$ cat src/rtl/missEntryPkg.sv
package missEntryPkg;
  localparam int CMD_W  = 4;
  localparam int ID_W   = 4;
  localparam int ORD_W  = 8;
  localparam int TIME_W = 16;

  localparam logic [CMD_W-1:0] CMD_READ            = 4'd0;
  localparam logic [CMD_W-1:0] CMD_READ_EX         = 4'd1;
  localparam logic [CMD_W-1:0] CMD_UPGRADE         = 4'd2;
  localparam logic [CMD_W-1:0] CMD_SC_UPGRADE      = 4'd3;
  localparam logic [CMD_W-1:0] CMD_SC_UPGRADE_FAIL = 4'd4;
  localparam logic [CMD_W-1:0] CMD_STORE_COND      = 4'd5;
  localparam logic [CMD_W-1:0] CMD_STORE_COND_FAIL = 4'd6;
  localparam logic [CMD_W-1:0] CMD_WRITE           = 4'd7;
  localparam logic [CMD_W-1:0] CMD_HW_PREFETCH     = 4'd8;
  localparam logic [CMD_W-1:0] CMD_INVALIDATE      = 4'd9;

  typedef enum logic [1:0] {SRC_CPU = 2'd0, SRC_SNOOP = 2'd1, SRC_PREFETCH = 2'd2} srcT;

  typedef struct packed {
    logic [CMD_W-1:0]  cmd;
    srcT               src;
    logic [ID_W-1:0]   id;
    logic [ORD_W-1:0]  order;
    logic [TIME_W-1:0] ready;
  } targetT;

  typedef struct packed {
    logic   primClear;
    logic   primRewrite;
    logic   primPop;
    logic   primAppend;
    logic   primTakeFlags;
    logic   primForceExcl;
    logic   primPush;
    targetT primItem;
    logic   defClear;
    logic   defRewrite;
    logic   defPush;
    targetT defItem;
  } strobeT;

  function automatic logic cmdNeedsExcl(logic [CMD_W-1:0] c);
    case (c)
      CMD_READ_EX, CMD_UPGRADE, CMD_SC_UPGRADE, CMD_SC_UPGRADE_FAIL,
      CMD_STORE_COND, CMD_STORE_COND_FAIL, CMD_WRITE, CMD_INVALIDATE: return 1'b1;
      default: return 1'b0;
    endcase
  endfunction

  function automatic logic [CMD_W-1:0] cmdRewrite(logic [CMD_W-1:0] c);
    case (c)
      CMD_UPGRADE:    return CMD_READ_EX;
      CMD_SC_UPGRADE: return CMD_SC_UPGRADE_FAIL;
      CMD_STORE_COND: return CMD_STORE_COND_FAIL;
      default:        return c;
    endcase
  endfunction
endpackage

$ cat src/rtl/missEntryData.sv
module missEntryData
  import missEntryPkg::*;
#(
  parameter int DEPTH = 4,
  localparam int CW = $clog2(DEPTH + 1)
) (
  input  logic                clk,
  input  logic                rstN,
  input  strobeT              strb,
  output targetT              primHead,
  output logic [CW-1:0]       primCount,
  output logic [CW-1:0]       defCount,
  output logic                primExcl,
  output logic                defExcl,
  output logic [ORD_W-1:0]    defHeadOrder,
  output logic [TIME_W-1:0]   defHeadReady,
  output logic                overflow
);
  localparam int IW = $clog2(DEPTH);
  localparam logic [CW-1:0] FULL = CW'(DEPTH);

  targetT [DEPTH-1:0] primItems, defItems, pN, dN;
  logic [CW-1:0] pC, dC;
  logic pX, dX, pOvf, dOvf;

  // Primary queue: clear, rewrite, pop, append deferred, push, in that order
  always_comb begin
    pN = primItems; pC = primCount; pX = primExcl; pOvf = 1'b0;
    if (strb.primClear) begin pC = '0; pX = 1'b0; end
    if (strb.primRewrite)
      for (int i = 0; i < DEPTH; i++) pN[i].cmd = cmdRewrite(pN[i].cmd);
    if (strb.primPop && pC != '0) begin
      for (int i = 0; i < DEPTH - 1; i++) pN[i] = pN[i+1];
      pC = pC - CW'(1);
    end
    if (strb.primAppend) begin
      if (strb.primTakeFlags) pX = defExcl;
      else if (strb.primForceExcl) pX = 1'b1;
      for (int j = 0; j < DEPTH; j++) begin
        if (CW'(j) < defCount) begin
          if (pC < FULL) begin
            pN[pC[IW-1:0]] = defItems[j];
            pC = pC + CW'(1);
          end else pOvf = 1'b1;
        end
      end
    end
    if (strb.primPush) begin
      if (pC < FULL) begin
        pN[pC[IW-1:0]] = strb.primItem;
        pC = pC + CW'(1);
        if (strb.primItem.src != SRC_SNOOP) pX = pX | cmdNeedsExcl(strb.primItem.cmd);
      end else pOvf = 1'b1;
    end
  end

  // Deferred queue: clear, rewrite, push
  always_comb begin
    dN = defItems; dC = defCount; dX = defExcl; dOvf = 1'b0;
    if (strb.defClear) begin dC = '0; dX = 1'b0; end
    if (strb.defRewrite)
      for (int i = 0; i < DEPTH; i++) dN[i].cmd = cmdRewrite(dN[i].cmd);
    if (strb.defPush) begin
      if (dC < FULL) begin
        dN[dC[IW-1:0]] = strb.defItem;
        dC = dC + CW'(1);
        if (strb.defItem.src != SRC_SNOOP) dX = dX | cmdNeedsExcl(strb.defItem.cmd);
      end else dOvf = 1'b1;
    end
  end

  always_ff @(posedge clk) begin
    if (!rstN) begin
      primItems <= '0; defItems <= '0;
      primCount <= '0; defCount <= '0;
      primExcl  <= 1'b0; defExcl <= 1'b0;
    end else begin
      primItems <= pN; defItems <= dN;
      primCount <= pC; defCount <= dC;
      primExcl  <= pX; defExcl  <= dX;
    end
  end

  assign primHead     = primItems[0];
  assign defHeadOrder = defItems[0].order;
  assign defHeadReady = defItems[0].ready;
  assign overflow     = pOvf | dOvf;

  AST_COUNT_BOUND: assert property (@(posedge clk) disable iff (!rstN)
    primCount <= FULL && defCount <= FULL);
  AST_PROMOTE_ONTO_EMPTY: assert property (@(posedge clk) disable iff (!rstN)
    (strb.primAppend && strb.primTakeFlags) |-> primCount == '0);
  AST_FULL_PUSH_KEEPS: assert property (@(posedge clk) disable iff (!rstN)
    (strb.defPush && !strb.defClear && defCount == FULL) |=> defCount == FULL);
endmodule

$ cat src/rtl/missEntryCtrl.sv
module missEntryCtrl
  import missEntryPkg::*;
#(
  parameter int DEPTH  = 4,
  parameter int ADDR_W = 32,
  localparam int CW = $clog2(DEPTH + 1)
) (
  input  logic                clk,
  input  logic                rstN,
  input  logic [TIME_W-1:0]   nowTime,
  input  logic                allocEn,
  input  logic                addEn,
  input  logic                snoopEn,
  input  logic                markEn,
  input  logic                fillExclEn,
  input  logic                promoteEn,
  input  logic                popEn,
  input  logic                deallocEn,
  input  logic [ADDR_W-1:0]   reqAddr,
  input  logic [CMD_W-1:0]    reqCmd,
  input  logic [ID_W-1:0]     reqId,
  input  logic [ORD_W-1:0]    reqOrder,
  input  logic [TIME_W-1:0]   reqReady,
  input  logic                reqForward,
  input  logic                reqExpress,
  input  logic                reqUncacheable,
  input  logic                respPendingDirty,
  input  logic                dsPendSet,
  input  logic                dsPendClr,
  input  logic [CW-1:0]       primCount,
  input  logic [CW-1:0]       defCount,
  input  logic                primExcl,
  input  logic                defExcl,
  input  logic [ORD_W-1:0]    defHeadOrder,
  input  logic [TIME_W-1:0]   defHeadReady,
  input  logic                overflow,
  output strobeT              strb,
  output logic                busy,
  output logic                inService,
  output logic                pendingDirty,
  output logic                postInvalidate,
  output logic                postDowngrade,
  output logic                dsPending,
  output logic [ADDR_W-1:0]   entryAddr,
  output logic [ORD_W-1:0]    entryOrder,
  output logic [TIME_W-1:0]   entryReady,
  output logic                snoopHandled,
  output logic                snoopInhibit,
  output logic                snoopSupplyExcl,
  output logic                snoopShared,
  output logic                errSticky
);
  typedef enum logic [3:0] {OP_NONE, OP_ALLOC, OP_DEALLOC, OP_POP, OP_MARK,
                            OP_FILL, OP_PROMOTE, OP_SNOOP, OP_ADD} opT;
  opT op;
  logic isForward;

  function automatic targetT mkItem(logic [CMD_W-1:0] c, srcT s, logic [ID_W-1:0] i,
                                    logic [ORD_W-1:0] o, logic [TIME_W-1:0] r);
    targetT t;
    t.cmd = c; t.src = s; t.id = i; t.order = o; t.ready = r;
    return t;
  endfunction

  always_comb begin
    if (allocEn)         op = OP_ALLOC;
    else if (deallocEn)  op = OP_DEALLOC;
    else if (popEn)      op = OP_POP;
    else if (markEn)     op = OP_MARK;
    else if (fillExclEn) op = OP_FILL;
    else if (promoteEn)  op = OP_PROMOTE;
    else if (snoopEn)    op = OP_SNOOP;
    else if (addEn)      op = OP_ADD;
    else                 op = OP_NONE;
  end

  logic reqExcl, snoopEarly, snoopQueue, snoopDown, addDefer, fillOk, promoteOk, deallocOk;
  assign reqExcl    = cmdNeedsExcl(reqCmd);
  assign snoopEarly = !inService || (reqExpress && dsPending);
  assign snoopQueue = !snoopEarly && !postInvalidate && (pendingDirty || reqExcl);
  assign snoopDown  = !snoopEarly && !postInvalidate && !reqExcl && !reqUncacheable;
  assign addDefer   = inService && (defCount != '0 || postInvalidate ||
                      (reqExcl && (!pendingDirty || postDowngrade || isForward)));
  assign fillOk     = defExcl && !postInvalidate && !postDowngrade;
  assign promoteOk  = primCount == '0 && defCount != '0;
  assign deallocOk  = primCount == '0;

  always_comb begin
    strb = '0;
    snoopHandled = 1'b0; snoopInhibit = 1'b0; snoopSupplyExcl = 1'b0; snoopShared = 1'b0;
    case (op)
      OP_ALLOC: begin
        strb.primClear = 1'b1; strb.defClear = 1'b1; strb.primPush = 1'b1;
        strb.primItem = mkItem(reqCmd, (reqCmd == CMD_HW_PREFETCH) ? SRC_PREFETCH : SRC_CPU,
                               reqId, reqOrder, reqReady);
      end
      OP_DEALLOC: if (deallocOk) begin strb.primClear = 1'b1; strb.defClear = 1'b1; end
      OP_POP: strb.primPop = 1'b1;
      OP_FILL: if (fillOk) begin
        strb.primAppend = 1'b1; strb.primForceExcl = 1'b1; strb.defClear = 1'b1;
      end
      OP_PROMOTE: if (promoteOk) begin
        strb.primAppend = 1'b1; strb.primTakeFlags = 1'b1; strb.defClear = 1'b1;
      end
      OP_SNOOP: begin
        strb.defRewrite  = reqExcl;
        strb.primRewrite = reqExcl && snoopEarly;
        strb.primPush    = snoopQueue;
        strb.primItem    = mkItem(reqCmd, SRC_SNOOP, reqId, reqOrder, nowTime);
        snoopHandled     = !snoopEarly;
        snoopInhibit     = snoopQueue && pendingDirty;
        snoopSupplyExcl  = snoopQueue && pendingDirty;
        snoopShared      = snoopDown;
      end
      OP_ADD: begin
        strb.defPush  = addDefer;
        strb.primPush = !addDefer;
        strb.defItem  = mkItem(postInvalidate ? cmdRewrite(reqCmd) : reqCmd, SRC_CPU,
                               reqId, reqOrder, reqReady);
        strb.primItem = mkItem(reqCmd, SRC_CPU, reqId, reqOrder, reqReady);
      end
      default: ;
    endcase
  end

  always_ff @(posedge clk) begin
    if (!rstN) begin
      busy <= 1'b0; inService <= 1'b0; pendingDirty <= 1'b0;
      postInvalidate <= 1'b0; postDowngrade <= 1'b0; dsPending <= 1'b0;
      isForward <= 1'b0; entryAddr <= '0; entryOrder <= '0; entryReady <= '0;
      errSticky <= 1'b0;
    end else begin
      if (overflow) errSticky <= 1'b1;
      if (dsPendSet) dsPending <= 1'b1;
      else if (dsPendClr) dsPending <= 1'b0;
      case (op)
        OP_ALLOC: begin
          busy <= 1'b1; inService <= 1'b0; pendingDirty <= 1'b0;
          postInvalidate <= 1'b0; postDowngrade <= 1'b0; dsPending <= 1'b0;
          isForward <= reqForward; entryAddr <= reqAddr;
          entryOrder <= reqOrder; entryReady <= reqReady;
        end
        OP_DEALLOC: if (deallocOk) begin busy <= 1'b0; inService <= 1'b0; end
        OP_MARK: begin
          inService <= 1'b1; pendingDirty <= primExcl | respPendingDirty;
          postInvalidate <= 1'b0; postDowngrade <= 1'b0;
        end
        OP_PROMOTE: if (promoteOk) begin
          entryOrder <= defHeadOrder;
          entryReady <= (nowTime > defHeadReady) ? nowTime : defHeadReady;
        end
        OP_SNOOP: begin
          if (snoopQueue && reqExcl) postInvalidate <= 1'b1;
          if (snoopDown) postDowngrade <= 1'b1;
        end
        default: ;
      endcase
    end
  end

  AST_MARK_SETS_SERVICE: assert property (@(posedge clk) disable iff (!rstN)
    op == OP_MARK |=> inService && !postInvalidate && !postDowngrade);
  AST_INHIBIT_NEEDS_DIRTY: assert property (@(posedge clk) disable iff (!rstN)
    snoopInhibit |-> inService && pendingDirty && snoopHandled);
  AST_SHARED_ONLY_READS: assert property (@(posedge clk) disable iff (!rstN)
    snoopShared |-> !cmdNeedsExcl(reqCmd) && !reqUncacheable && inService);
  AST_EARLY_SNOOP_QUIET: assert property (@(posedge clk) disable iff (!rstN)
    (op == OP_SNOOP && !inService) |=> $stable(postInvalidate) && $stable(postDowngrade));
  AST_ERR_STICKY: assert property (@(posedge clk) disable iff (!rstN)
    errSticky |=> errSticky);
endmodule

$ cat src/rtl/missEntry.sv
module missEntry
  import missEntryPkg::*;
#(
  parameter int DEPTH  = 4,
  parameter int ADDR_W = 32,
  localparam int CW = $clog2(DEPTH + 1)
) (
  input  logic                clk,
  input  logic                rstN,
  input  logic [TIME_W-1:0]   nowTime,
  input  logic                allocEn,
  input  logic                addEn,
  input  logic                snoopEn,
  input  logic                markEn,
  input  logic                fillExclEn,
  input  logic                promoteEn,
  input  logic                popEn,
  input  logic                deallocEn,
  input  logic [ADDR_W-1:0]   reqAddr,
  input  logic [CMD_W-1:0]    reqCmd,
  input  logic [ID_W-1:0]     reqId,
  input  logic [ORD_W-1:0]    reqOrder,
  input  logic [TIME_W-1:0]   reqReady,
  input  logic                reqForward,
  input  logic                reqExpress,
  input  logic                reqUncacheable,
  input  logic                respPendingDirty,
  input  logic                dsPendSet,
  input  logic                dsPendClr,
  output logic                busy,
  output logic                inService,
  output logic                pendingDirty,
  output logic                postInvalidate,
  output logic                postDowngrade,
  output logic                dsPending,
  output logic [ADDR_W-1:0]   entryAddr,
  output logic [ORD_W-1:0]    entryOrder,
  output logic [TIME_W-1:0]   entryReady,
  output logic                headValid,
  output logic [CMD_W-1:0]    headCmd,
  output logic [1:0]          headSrc,
  output logic [ID_W-1:0]     headId,
  output logic [CW-1:0]       primCount,
  output logic [CW-1:0]       defCount,
  output logic                primFull,
  output logic                primEmpty,
  output logic                defFull,
  output logic                defEmpty,
  output logic                primNeedsExcl,
  output logic                defNeedsExcl,
  output logic                snoopHandled,
  output logic                snoopInhibit,
  output logic                snoopSupplyExcl,
  output logic                snoopShared,
  output logic                errSticky
);
  strobeT strb;
  targetT primHead;
  logic [ORD_W-1:0]  defHeadOrder;
  logic [TIME_W-1:0] defHeadReady;
  logic overflow;

  missEntryCtrl #(.DEPTH(DEPTH), .ADDR_W(ADDR_W)) u_ctrl (
    .clk, .rstN, .nowTime, .allocEn, .addEn, .snoopEn, .markEn, .fillExclEn,
    .promoteEn, .popEn, .deallocEn, .reqAddr, .reqCmd, .reqId, .reqOrder, .reqReady,
    .reqForward, .reqExpress, .reqUncacheable, .respPendingDirty, .dsPendSet, .dsPendClr,
    .primCount, .defCount, .primExcl(primNeedsExcl), .defExcl(defNeedsExcl),
    .defHeadOrder, .defHeadReady, .overflow, .strb, .busy, .inService, .pendingDirty,
    .postInvalidate, .postDowngrade, .dsPending, .entryAddr, .entryOrder, .entryReady,
    .snoopHandled, .snoopInhibit, .snoopSupplyExcl, .snoopShared, .errSticky
  );

  missEntryData #(.DEPTH(DEPTH)) u_data (
    .clk, .rstN, .strb, .primHead, .primCount, .defCount,
    .primExcl(primNeedsExcl), .defExcl(defNeedsExcl),
    .defHeadOrder, .defHeadReady, .overflow
  );

  assign headValid = primCount != '0;
  assign headCmd   = primHead.cmd;
  assign headSrc   = primHead.src;
  assign headId    = primHead.id;
  assign primFull  = primCount == CW'(DEPTH);
  assign primEmpty = primCount == '0;
  assign defFull   = defCount == CW'(DEPTH);
  assign defEmpty  = defCount == '0;

  AST_ALLOC_SINGLE: assert property (@(posedge clk) disable iff (!rstN)
    allocEn |=> primCount == CW'(1) && defCount == '0 && !inService);
  AST_DEALLOC_IDLE: assert property (@(posedge clk) disable iff (!rstN)
    (deallocEn && !allocEn && primEmpty) |=> !busy && !inService && defEmpty);
endmodule

$ cat config.mk
export PLATFORM = sky130hd
export DESIGN_NAME = missEntry
export DESIGN_NICKNAME = d
export VERILOG_FILES = /design/src/rtl/missEntryPkg.sv /design/src/rtl/missEntryData.sv /design/src/rtl/missEntryCtrl.sv /design/src/rtl/missEntry.sv
export SDC_FILE = /design/constraint.sdc
export NUM_CORES = 1
export LEC_CHECK = 0
export BUFFER_PORTS_ARGS = -buffer_cell sky130_fd_sc_hd__buf_2
export CAP_MARGIN = 20
export CELL_PAD_IN_SITES_DETAIL_PLACEMENT = 0
export CELL_PAD_IN_SITES_GLOBAL_PLACEMENT = 1
export CORE_MARGIN = 10
export CORE_UTILIZATION = 45
export DETAILED_ROUTE_END_ITERATION = 8
export GPL_ROUTABILITY_DRIVEN = 0
export HOLD_SLACK_MARGIN = 0.1
export PLACE_DENSITY_LB_ADDON = 0.1
export SLEW_MARGIN = 30
export SYNTH_ARGS = -nofsm -noshare
export SYNTH_HDL_FRONTEND = slang
export SYNTH_HIERARCHICAL = 1
export SYNTH_SLANG_ARGS = --single-unit
$ cat constraint.sdc
create_clock -name clk -period 10.83 [get_ports clk]
set_clock_uncertainty 0.1 [all_clocks]
set_input_delay 2.166 -clock clk [delete_from_list [all_inputs] [get_ports clk]]
set_output_delay 2.166 -clock clk [all_outputs]
set_load 0.005 [all_outputs]
==> impl_summary.txt, run 1 <==
----------------------------------------------------
[Status]
  Status ... finished clean

[Route]
  Routed vias/inst ... 5.84
  Count of vias placed by the detailed router ... 11.9k
  Number of DRC markers after the initial detailed-route iteration ... 1081
  Residual DRC ... 0
  Total length of routed wires ... 41600 um
  Post-detailed-route count of antenna-violating nets ... 0
  Final routed wire length divided by cell count ... 20.3 um
  Router iterations before antenna repair ... 6

[Timing]
  RSZ-0062 raised after global routing ... false
  Peak Freq ... 109 MHz
  Slew of the pin with the lowest slew margin ... 1.01 ns
  TNS Setup ... 0 ns
  Period utilization ... 84.4%
  Worst slew margin relative to its limit ... 32.6%
  Final-report hold violation count ... 0
  Fin crit period ... 9.15 ns
  Count of final max-slew check failures ... 0
  Final setup viols ... 0

[Setup path]
  Crit Path Category ... input port to flop
  Source of the critical timing path ... allocEn
  Launch point of the worst reg-to-reg path ... u_data/primCount[1]$_SDFF_PN0_
  Register-to-Register Path Depth ... 26
  Element type at the critical path end ... flop
  Critical Path End ... u_data/primItems[60]$_SDFF_PN0_
  FF-to-FF setup slack ... 2.98 ns
  Most common cell type on the critical path ... sky130_fd_sc_hd__ha_1
  Logic depth of the worst setup path including buffers ... 27
  Critical path startpoint category ... input port
  Worst Path Max Fanout ... 40
  Largest delay share family, worst path ... simple AND/OR/NAND/NOR gates
  Critical path data required time ... 11.08 ns
  Crit path arrival time ... 9.40 ns
  Library cell contributing the largest single delay on the critical path ... sky130_fd_sc_hd__and2b_2
  Buffering stage count on the worst path with inverters included ... 4
  Biggest cell delay along the critical path ... 0.89 ns
  Endpoint of the worst-slack reg-to-reg timing path ... u_data/primItems[60]$_SDFF_PN0_

[Clocking]
  Clock net sink count ... 176
  Number of buffers inserted during clock tree synthesis ... 17
  Setup Buffers After CTS ... 0
  Root cell of the clock tree ... sky130_fd_sc_hd__clkbuf_16
  H-Tree Depth ... 4
  Cts repair resizes ... 0
  Clock input transition at the sequential cells of the worst setup and hold paths ... 0.08 ns
  Insertion delay of the later-clocked pin in the worst-skew pair ... 0.45 ns
  Cts-stage hold buffer count ... 0
  Longest Clk Path Bufs ... 2
  TritonCTS clock tree ... done

[Layout]
  Layout cells sized above 1 ... 19.1%
  Area grow syn2layout ... 6.61%
  Final layout net count ... 1781

[Floorplanning]
  Height of the die ... 188 um
  Area of the die ... 35400 um^2
  Initial cell density of the core ... 45.7%
  IO Pins ... 186
  Die Wd ... 188 um
  Number of core rows ... 61
  Floorplan core area ... 27900 um^2

[Global routing]
  Global-route wire length before repair ... 65700 um
  Number of antenna violations at the first check in global routing ... 9
  Maximum number of pins on one net before global-route repair ... 61
  Via count of the first global-routing pass ... 11.6k
  Overall overflow remaining after global route ... 0
  Total GRT Usage ... 22.5%

[Pwr]
  Pwr Density ... 109 nW/um^2
  Static leakage power ... 5.65 nW
  Largest voltage drop on the vdd net ... 0.105 mV
  Overall Power ... 0.00148 W

[Synthesis]
  Synth Instances ... 1678
  Cell Area, Synth ... 12700 um^2
  Mean Syn Cell Area ... 7.58 um^2
  Total number of yosys warnings ... 6

[Worst hold path]
  Min-delay worst type ... flop to flop

[Placed design]
  Input/output buffers ... 185
  Half-perimeter wire length after placement ... 30600 um

[Job]
  Maxcap violations ... 0

----------------------------------------------------
## worst min path at each step
stage / end / slack, ns / cells after the start
after floorplan: flop / 0.34 / 2
after CTS: flop / 0.36 / 2
final: flop / 0.36 / 2
after global routing: flop / 0.38 / 2
after detailed placement: flop / 0.35 / 2
after global placement: flop / 0.34 / 2
## through the flow
stage,area [um^2],setup WS (ns),util [%],hold slack (ns),std cells
2_1_floorplan,12700,2.97,-,0.337,1679
3_3_place_gp,13000,1.46,46.5,0.343,2010
3_5_place_dp,13000,1.27,46.5,0.349,2010
4_1_cts,13600,1.76,48.7,0.359,2041
5_1_grt,13600,1.19,48.7,0.383,2042
6_report,13600,1.68,48.7,0.359,2045
## power by group
| group | leakage, nW | internal (W) | switching (W) |
|---|---|---|---|
| clock | 0.292 | 0.000331 | 0.000313 |
| combinational | 3.92 | 0.0000638 | 0.0000929 |
| sequential | 1.43 | 0.000664 | 0.0000111 |
| total | 5.65 | 0.00106 | 0.000417 |
## routing by layer
| metal | vias up | GRT usage [%] | routed length (um) |
|---|---|---|---|
| met3 | 54 | 5.69 | 3350 |
| met5 | - | 0 | 22 |
| li1 | 5789 | - | - |
| met4 | 4 | 5.42 | 598 |
| met1 | 5641 | 30.0 | 19000 |
| met2 | 448 | 35.5 | 18600 |
## cell type report
cell class	count	area [um^2]
sequential	176	3520
antenna	4	10.0
clock inverter	14	166
fill	2805	14300
multi-input combinational	1212	7770
timing repair buffer	198	1020
tap	378	473
inverter	46	173
clock buffer	17	425
## worst min-delay path, stage by stage, from the launching register on
cell	delay, ns
sky130_fd_sc_hd__dfxtp_1	0.31
sky130_fd_sc_hd__nand2_1	0.05
sky130_fd_sc_hd__a21oi_1	0.05
## layout by cell type (no fill, tap or decap), types with 8 or more instances in the layout
cell type	n
sky130_fd_sc_hd__a21oi_2	11
sky130_fd_sc_hd__dfxtp_1	176
sky130_fd_sc_hd__or4_1	13
sky130_fd_sc_hd__nor3_1	23
sky130_fd_sc_hd__and2_1	44
sky130_fd_sc_hd__inv_1	42
sky130_fd_sc_hd__buf_4	13
sky130_fd_sc_hd__a21oi_1	123
sky130_fd_sc_hd__a31oi_1	22
sky130_fd_sc_hd__a311oi_1	13
sky130_fd_sc_hd__a22o_1	9
sky130_fd_sc_hd__and3_1	13
sky130_fd_sc_hd__clkbuf_16	17
sky130_fd_sc_hd__o21ai_1	9
sky130_fd_sc_hd__buf_2	185
sky130_fd_sc_hd__nand3_2	15
sky130_fd_sc_hd__o21a_1	8
sky130_fd_sc_hd__nor2b_1	11
sky130_fd_sc_hd__mux2_2	10
sky130_fd_sc_hd__ha_1	34
sky130_fd_sc_hd__or3_1	8
sky130_fd_sc_hd__a21o_1	12
sky130_fd_sc_hd__nand3_1	74
sky130_fd_sc_hd__nand2_1	266
sky130_fd_sc_hd__nand4_1	10
sky130_fd_sc_hd__nor2_1	97
sky130_fd_sc_hd__o21ai_0	69
sky130_fd_sc_hd__nand2b_1	17
sky130_fd_sc_hd__a221oi_1	17
sky130_fd_sc_hd__o22ai_1	20
sky130_fd_sc_hd__a211oi_1	11
sky130_fd_sc_hd__a211o_1	15
sky130_fd_sc_hd__mux2i_1	97
sky130_fd_sc_hd__o211ai_1	24
No activity file was read; power rests on OpenSTA's default activity.
==> run 2: changes to the inputs <==
Clock period 10.83 ns to 9.5 ns, I/O delays scaled along.
==> impl_summary.txt, run 2 (same netlist as run 1, synthesis figures left out) <==
----------------------------------------------------
[Floorplanning]
  Die Wd ... 188 um (unchanged)
  Floorplan core area ... 27900 um^2 (unchanged)
  Height of the die ... 188 um (unchanged)
  Area of the die ... 35400 um^2 (unchanged)
  Initial cell density of the core ... 45.7% (unchanged)
  Number of core rows ... 61 (unchanged)
  IO Pins ... 186 (unchanged)

[Setup path]
  Element type at the critical path end ... flop (unchanged)
  Critical path data required time ... 9.75 ns (was 11.08 ns)
  Worst Path Max Fanout ... 22 (was 40)
  Crit path arrival time ... 8.45 ns (was 9.40 ns)
  Critical path startpoint category ... input port (unchanged)
  FF-to-FF setup slack ... 2.12 ns (was 2.98 ns)
  Library cell contributing the largest single delay on the critical path ... sky130_fd_sc_hd__and3_1 (was sky130_fd_sc_hd__and2b_2)
  Crit Path Category ... input port to flop (unchanged)
  Launch point of the worst reg-to-reg path ... u_data/primCount[1]$_SDFF_PN0_ (unchanged)
  Biggest cell delay along the critical path ... 0.79 ns (was 0.89 ns)
  Source of the critical timing path ... allocEn (unchanged)
  Endpoint of the worst-slack reg-to-reg timing path ... u_data/primItems[59]$_SDFF_PN0_ (was u_data/primItems[60]$_SDFF_PN0_)
  Register-to-Register Path Depth ... 27 (was 26)
  Most common cell type on the critical path ... sky130_fd_sc_hd__ha_1 (unchanged)

[Placed design]
  Post-placement cell count ... 2013 (was 2010)
  Placement Cell Area ... 13000 um^2 (about the same)
  Half-perimeter wire length after placement ... 30700 um (was 30600 um)
  Input/output buffers ... 185 (unchanged)

[Layout]
  End-of-flow core utilization ... 48.8% (was 48.7%)
  Finished Layout Cells ... 2050 (was 2045)
  Fill cell total of the finished layout ... 2810 (was 2805)
  Layout cells sized above 1 ... 19.3% (was 19.1%)
  Area of all placed cells without fillers ... 13600 um^2 (about the same)
  Area of the multi-input gates ... 7770 um^2 (unchanged)
  Final layout net count ... 1784 (was 1781)
  Most used cells in the layout excluding fill and tap cells ... 266 x sky130_fd_sc_hd__nand2_1, 185 x sky130_fd_sc_hd__buf_2, 176 x sky130_fd_sc_hd__dfxtp_1 (unchanged)
  Area grow syn2layout ... 6.82% (was 6.61%)
  Commonest non-fill, non-tap cell in the layout ... sky130_fd_sc_hd__nand2_1 (unchanged)
  Flip-flop and latch area ... 3520 um^2 (unchanged)

[Route]
  Routed vias/inst ... 5.79 (was 5.84)
  Count of vias placed by the detailed router ... 11.9k (about the same)
  Post-detailed-route count of antenna-violating nets ... 0 (unchanged)
  Residual DRC ... 0 (unchanged)
  Number of DRC markers after the initial detailed-route iteration ... 1040 (was 1081)
  Final routed wire length divided by cell count ... 20.3 um (about the same)
  Router iterations before antenna repair ... 5 (was 6)
  Total length of routed wires ... 41500 um (was 41600 um)

[Global routing]
  Total GRT Usage ... 22.5% (about the same)
  Number of antenna violations at the first check in global routing ... 9 (unchanged)
  Global-route wire length before repair ... 65500 um (was 65700 um)
  Maximum number of pins on one net before global-route repair ... 61 (unchanged)
  Overall overflow remaining after global route ... 0 (unchanged)
  Via count of the first global-routing pass ... 11.6k (about the same)

[Clocking]
  Insertion delay of the later-clocked pin in the worst-skew pair ... 0.43 ns (was 0.45 ns)
  Number of buffers inserted during clock tree synthesis ... 17 (unchanged)
  Clock input transition at the sequential cells of the worst setup and hold paths ... 0.08 ns (about the same)
  TritonCTS clock tree ... done (unchanged)
  Setup Buffers After CTS ... 0 (unchanged)
  H-Tree Depth ... 4 (unchanged)
  Root cell of the clock tree ... sky130_fd_sc_hd__clkbuf_16 (unchanged)
  Cts-stage hold buffer count ... 0 (unchanged)
  Clock net sink count ... 176 (unchanged)
  Longest Clk Path Bufs ... 2 (unchanged)
  Cts repair resizes ... 0 (unchanged)

[Pwr]
  Static leakage power ... 5.66 nW (was 5.65 nW)
  Overall Power ... 0.00168 W (was 0.00148 W)
  Pwr Density ... 123 nW/um^2 (was 109 nW/um^2)
  Switching Fraction ... 28.0% (was 28.3%)
  Sequential share of power ... 45.9% (was 45.8%)
  Largest voltage drop on the vdd net ... 0.0954 mV (was 0.105 mV)
  Comb power frac ... 10.7% (was 10.6%)
  Net Switching ... 0.000469 W (was 0.000417 W)
  Clock network power share ... 43.3% (was 43.6%)
  Cell Int Power ... 0.00121 W (was 0.00106 W)

[Timing]
  Final-report hold violation count ... 0 (unchanged)
  RSZ-0062 raised after global routing ... false (unchanged)
  Count of final max-slew check failures ... 0 (unchanged)
  TNS Setup ... 0 ns (unchanged)
  Final setup viols ... 0 (unchanged)
  Period utilization ... 86.4%
  Peak Freq ... 122 MHz
  Fin crit period ... 8.20 ns
  Worst slew margin relative to its limit ... 37.0% (was 32.6%)
  Slew of the pin with the lowest slew margin ... 0.945 ns (was 1.01 ns)

[Worst hold path]
  Hold depth ... 2 (unchanged)
  Min-delay worst type ... flop to flop (unchanged)

[Job]
  Maxcap violations ... 0 (unchanged)

[Status]
  Status ... finished clean (unchanged)

----------------------------------------------------
-- run 2: worst max-delay path: cells and delay by family --
family	cells	cell delay, ns
compound gates	7	1.34
fa+ha+maj	5	1.24
buf+inv	5	0.80
mux	1	0.35
simple gates	10	2.79
-- run 2: per-stage QoR --
| step | hold WS, ns | setup slack, ns |
|---|---|---|
| 2_1_floorplan | 0.337 | 1.91 |
| 3_3_place_gp | 0.342 | 1.04 |
| 4_1_cts | 0.359 | 1.32 |
| 6_report | 0.359 | 1.30 |
| 5_1_grt | 0.388 | 0.687 |
| 3_5_place_dp | 0.347 | 0.867 |
-- run 2: final cells by class --
class	instances	area share (%)
repair buffers	201	7.69
inverters	46	1.27
diodes	5	0.0920
multi-input cells	1212	57.2
clock buffers	18	3.16
well taps	378	3.48
clock inverters	14	1.21
flip-flops and latches	176	25.9
-- run 2: how the worst max path moves through the flow --
| stage | cells past startpoint | endpoint | slack [ns] |
|---|---|---|---|
| global placement | 28 | u_data/primItems[59]$_SDFF_PN0_ | 1.04 |
| CTS | 28 | u_data/primHead[25]$_SDFF_PN0_ | 1.32 |
| detailed placement | 28 | u_data/primHead[25]$_SDFF_PN0_ | 0.87 |
| global route | 28 | u_data/primItems[61]$_SDFF_PN0_ | 0.69 |
| floorplan | 34 | u_data/primItems[64]$_SDFF_PN0_ | 1.91 |
| finish | 28 | u_data/primItems[59]$_SDFF_PN0_ | 1.30 |
-- run 2: metal layers --
| metal | vias to the layer above | part of all wire, % | global-route usage, % |
|---|---|---|---|
| li1 | 5798 | - | - |
| met1 | 5566 | 45 | 29.5 |
| met2 | 445 | 45 | 35.2 |
| met3 | 43 | 8.7 | 6.94 |
| met4 | 8 | 1.2 | 5.02 |
| met5 | - | 0.11 | 0 |
-- run 2: power by group through the flow --
stage	logic [W]	registers (W)	clock network [W]
after detailed placement	0.000180	0.000787	0
after global routing	0.000200	0.000773	0.000772
after floorplan	0.000115	0.000786	0
after CTS	0.000180	0.000770	0.000743
final	0.000180	0.000770	0.000726
after global placement	0.000178	0.000787	0
==> run 3: changes to the inputs <==
Settings changed: CORE_UTILIZATION 45 to 42, PLACE_DENSITY set to 0.92, PLACE_DENSITY_LB_ADDON 0.1 to not set, SYNTH_HIERARCHICAL 1 to not set.
==> impl_summary.txt, run 3 <==
----------------------------------------------------
[Clocking]
  Insertion delay of the later-clocked pin in the worst-skew pair ... 0.43 ns (about the same)
  TritonCTS clock tree ... done (unchanged)
  Clock net sink count ... 176 (unchanged)
  Setup Buffers After CTS ... 0 (unchanged)
  Cts-stage hold buffer count ... 0 (unchanged)
  Longest Clk Path Bufs ... 2 (unchanged)
  Root cell of the clock tree ... sky130_fd_sc_hd__clkbuf_16 (unchanged)
  Cts repair resizes ... 0 (unchanged)
  H-Tree Depth ... 4 (unchanged)
  Clock input transition at the sequential cells of the worst setup and hold paths ... 0.07 ns (was 0.08 ns)
  Number of buffers inserted during clock tree synthesis ... 17 (unchanged)

[Synthesis]
  FF+latch count, synth ... 176
  Leading cell types by total area after synthesis ... sky130_fd_sc_hd__dfxtp_1 32%, sky130_fd_sc_hd__nand2_1 6.7%, sky130_fd_sc_hd__mux2i_1 5.8%
  Share of synthesized area occupied by flip-flops and latches ... 31.7%
  Synth top area share ... 31.7%
  Area leader, netlist ... sky130_fd_sc_hd__dfxtp_1
  Syn_nets ... 1586
  Synth Instances ... 1457 (was 1678)
  Async set-reset flop share out of synthesis ... 0%
  Flip-flop cell with the highest count after synthesis ... sky130_fd_sc_hd__dfxtp_1
  Cell Area, Synth ... 11100 um^2 (was 12700 um^2)
  Total number of yosys warnings ... 0 (was 6)
  Cell with the most instances after synthesis ... sky130_fd_sc_hd__nand2_1
  Mean Syn Cell Area ... 7.64 um^2 (was 7.58 um^2)
  Number of distinct standard cells referenced by the synthesized netlist ... 99
  EDFF count, synth ... 0
  Synth cell count leaders ... 199 x sky130_fd_sc_hd__nand2_1, 176 x sky130_fd_sc_hd__dfxtp_1, 147 x sky130_fd_sc_hd__nor2_1

[Setup path]
  Crit path cell chain ... buf_2 -> nand2b_1 -> ha_1 -> ha_1 -> nor3b_4 -> mux2_2 -> nor2_1 -> mux2_2 -> ha_1 -> nor3_1 -> o21ai_0 -> o21ai_0 -> ha_1 -> o21ai_0 -> o21bai_1 -> and2_1 -> ha_1 -> nand3b_1 -> mux2_1 -> o21a_1 -> or3b_1 -> o21ai_0 -> a21oi_1
  Crit Path Category ... input port to flop (unchanged)
  Library cell contributing the largest single delay on the critical path ... sky130_fd_sc_hd__or3b_1 (was sky130_fd_sc_hd__and3_1)
  Element type at the critical path end ... flop (unchanged)
  Crit path arrival time ... 7.84 ns (was 8.45 ns)
  Most common cell type on the critical path ... sky130_fd_sc_hd__ha_1 (unchanged)
  Biggest cell delay along the critical path ... 0.62 ns (was 0.79 ns)
  Critical path data required time ... 9.70 ns (was 9.75 ns)
  Buffering stage count on the worst path with inverters included ... 1 (was 5)
  FF-to-FF setup slack ... 3.13 ns (was 2.12 ns)
  Critical path startpoint category ... input port (unchanged)
  Largest delay share family, worst path ... simple AND/OR/NAND/NOR gates (unchanged)
  Worst Path Max Fanout ... 15 (was 22)

[Timing]
  Worst slew margin relative to its limit ... 34.1% (was 37.0%)
  Final-report hold violation count ... 0 (unchanged)
  Count of final max-slew check failures ... 0 (unchanged)
  Period utilization ... 80.5% (was 86.4%)
  RSZ-0062 raised after global routing ... false (unchanged)
  Hold Slack ... 0.353 ns (was 0.359 ns)
  Final setup viols ... 0 (unchanged)
  Peak Freq ... 131 MHz (was 122 MHz)
  Fin crit period ... 7.65 ns (was 8.20 ns)
  TNS Setup ... 0 ns (unchanged)
  Slew of the pin with the lowest slew margin ... 0.984 ns (was 0.945 ns)

[Layout]
  Flip-flop and latch area ... 3520 um^2 (unchanged)
  Commonest non-fill, non-tap cell in the layout ... sky130_fd_sc_hd__nand2_1 (unchanged)
  Final layout net count ... 1676 (was 1784)
  Layout cells sized above 1 ... 18.0% (was 19.3%)
  Most used cells in the layout excluding fill and tap cells ... 199 x sky130_fd_sc_hd__nand2_1, 185 x sky130_fd_sc_hd__buf_2, 176 x sky130_fd_sc_hd__dfxtp_1 (was 266 x sky130_fd_sc_hd__nand2_1, 185 x sky130_fd_sc_hd__buf_2, 176 x sky130_fd_sc_hd__dfxtp_1)
  Area of the multi-input gates ... 6900 um^2 (was 7770 um^2)
  Area grow syn2layout ... 13.7% (was 6.82%)
  Fill cell total of the finished layout ... 2606 (was 2810)
  End-of-flow core utilization ... 48.6% (was 48.8%)

[Pwr]
  Pwr Density ... 135 nW/um^2 (was 123 nW/um^2)
  Switching Fraction ... 27.9% (was 28.0%)
  Cell Int Power ... 0.00123 W (was 0.00121 W)
  Clock network power share ... 42.7% (was 43.3%)
  Static leakage power ... 5.15 nW (was 5.66 nW)
  Largest voltage drop on the vdd net ... 0.109 mV (was 0.0954 mV)
  Comb power frac ... 11.9% (was 10.7%)
  Sequential share of power ... 45.5% (was 45.9%)
  Net Switching ... 0.000476 W (was 0.000469 W)

[Global routing]
  Number of antenna violations at the first check in global routing ... 5 (was 9)
  Met2 global-route usage ... 36.4% (was 35.2%)
  Via count of the first global-routing pass ... 11.2k (was 11.6k)
  GRT busiest layer ... met2 (unchanged)
  GR Util met3 ... 7.13% (was 6.94%)
  Grt met1 use ... 28.7% (was 29.5%)
  Total GRT Usage ... 22.9% (was 22.5%)
  Overall overflow remaining after global route ... 0 (unchanged)
  Maximum number of pins on one net before global-route repair ... 69 (was 61)
  Global-route wire length before repair ... 62700 um (was 65500 um)

[Floorplanning]
  Area of the die ... 33400 um^2 (was 35400 um^2)
  Number of core rows ... 59 (was 61)
  Height of the die ... 183 um (was 188 um)
  Die Wd ... 183 um (was 188 um)
  Initial cell density of the core ... 42.7% (was 45.7%)
  IO Pins ... 186 (unchanged)
  Floorplan core area ... 26100 um^2 (was 27900 um^2)

[Route]
  Routed vias/inst ... 6.17 (was 5.79)
  Final routed wire length divided by cell count ... 20.9 um (was 20.3 um)
  Post-detailed-route count of antenna-violating nets ... 0 (unchanged)
  Residual DRC ... 0 (unchanged)
  Count of vias placed by the detailed router ... 11.7k (was 11.9k)
  Router iterations before antenna repair ... 8 (was 5)
  Total length of routed wires ... 39700 um (was 41500 um)
  Number of DRC markers after the initial detailed-route iteration ... 1372 (was 1040)

[Worst hold path]
  Min-delay worst type ... flop to flop (unchanged)

[Status]
  Status ... finished clean (unchanged)

[Placed design]
  Half-perimeter wire length after placement ... 28800 um (was 30700 um)
  Input/output buffers ... 185 (unchanged)

[Job]
  Maxcap violations ... 0 (unchanged)

----------------------------------------------------
==> run 3: power by group through the flow <==
| stage | registers [W] | logic (W) | clock network [W] |
|---|---|---|---|
| 4_1_cts | 0.000774 | 0.000200 | 0.000740 |
| 2_1_floorplan | 0.000789 | 0.000121 | 0 |
| 3_3_place_gp | 0.000790 | 0.000196 | 0 |
| 5_1_grt | 0.000777 | 0.000222 | 0.000771 |
| 6_report | 0.000774 | 0.000202 | 0.000727 |
| 3_5_place_dp | 0.000790 | 0.000199 | 0 |
==> run 3: per-layer routing <==
| layer | part of all wire (%) | vias up |
|---|---|---|
| met5 | 0.11 | - |
| met4 | 3.2 | 6 |
| met3 | 13 | 115 |
| met2 | 45 | 683 |
| met1 | 39 | 5418 |
| li1 | - | 5482 |
==> run 3: cells by family after synthesis <==
group | Yosys count | share of synthesized area [%]
fa+ha+maj | 33 | 3.71
simple gates | 565 | 24.4
xor+xnor | 7 | 0.719
compound gates | 428 | 25.8
flops | 176 | 31.7
mux | 74 | 6.88
buf+inv | 174 | 6.86
==> run 3: final timing paths <==
check / from / endpoint / depth (start not counted)
max: allocEn / u_data.primItems[59]$_SDFF_PN0_ / 23
min: flop / flop / 2
max reg2reg: u_data.primCount[1]$_SDFF_PN0_ / u_data.primItems[59]$_SDFF_PN0_ / 22
min reg2reg: flop / flop / 2
==> run 3: area by class of cell <==
cell class / count / area share [%]
multi-input combinational: 1107 / 54.5
timing repair buffer: 202 / 8.32
antenna: 2 / 0.0395
clock inverter: 13 / 1.14
inverter: 43 / 1.29
tap: 335 / 3.31
sequential: 176 / 27.8
clock buffer: 19 / 3.58
==> run 3: worst reg2reg max path, cell delays in order, from the launching register on <==
cell and delay [ns]:
sky130_fd_sc_hd__dfxtp_1 0.49, sky130_fd_sc_hd__nand2_1 0.10, sky130_fd_sc_hd__ha_1 0.20, sky130_fd_sc_hd__ha_1 0.22, sky130_fd_sc_hd__nor3b_4 0.41, sky130_fd_sc_hd__mux2_2 0.51
sky130_fd_sc_hd__nor2_1 0.43, sky130_fd_sc_hd__mux2_2 0.40, sky130_fd_sc_hd__ha_1 0.29, sky130_fd_sc_hd__nor3_1 0.27, sky130_fd_sc_hd__o21ai_0 0.10, sky130_fd_sc_hd__o21ai_0 0.09
sky130_fd_sc_hd__ha_1 0.27, sky130_fd_sc_hd__o21ai_0 0.16, sky130_fd_sc_hd__o21bai_1 0.15, sky130_fd_sc_hd__and2_1 0.16, sky130_fd_sc_hd__ha_1 0.22, sky130_fd_sc_hd__nand3b_1 0.15
sky130_fd_sc_hd__mux2_1 0.32, sky130_fd_sc_hd__o21a_1 0.22, sky130_fd_sc_hd__or3b_1 0.62, sky130_fd_sc_hd__o21ai_0 0.25, sky130_fd_sc_hd__a21oi_1 0.06
==> run 3: metrics by stage <==
step,worst slack (ns),instances,cell area [um^2],total power (W)
6_report,1.85,1897,12700,0.00170
5_1_grt,1.42,1896,12700,0.00177
4_1_cts,1.96,1895,12600,0.00171
3_5_place_dp,1.51,1863,12000,0.000990
3_3_place_gp,1.68,1863,12000,0.000986
2_1_floorplan,2.03,1457,11100,0.000910
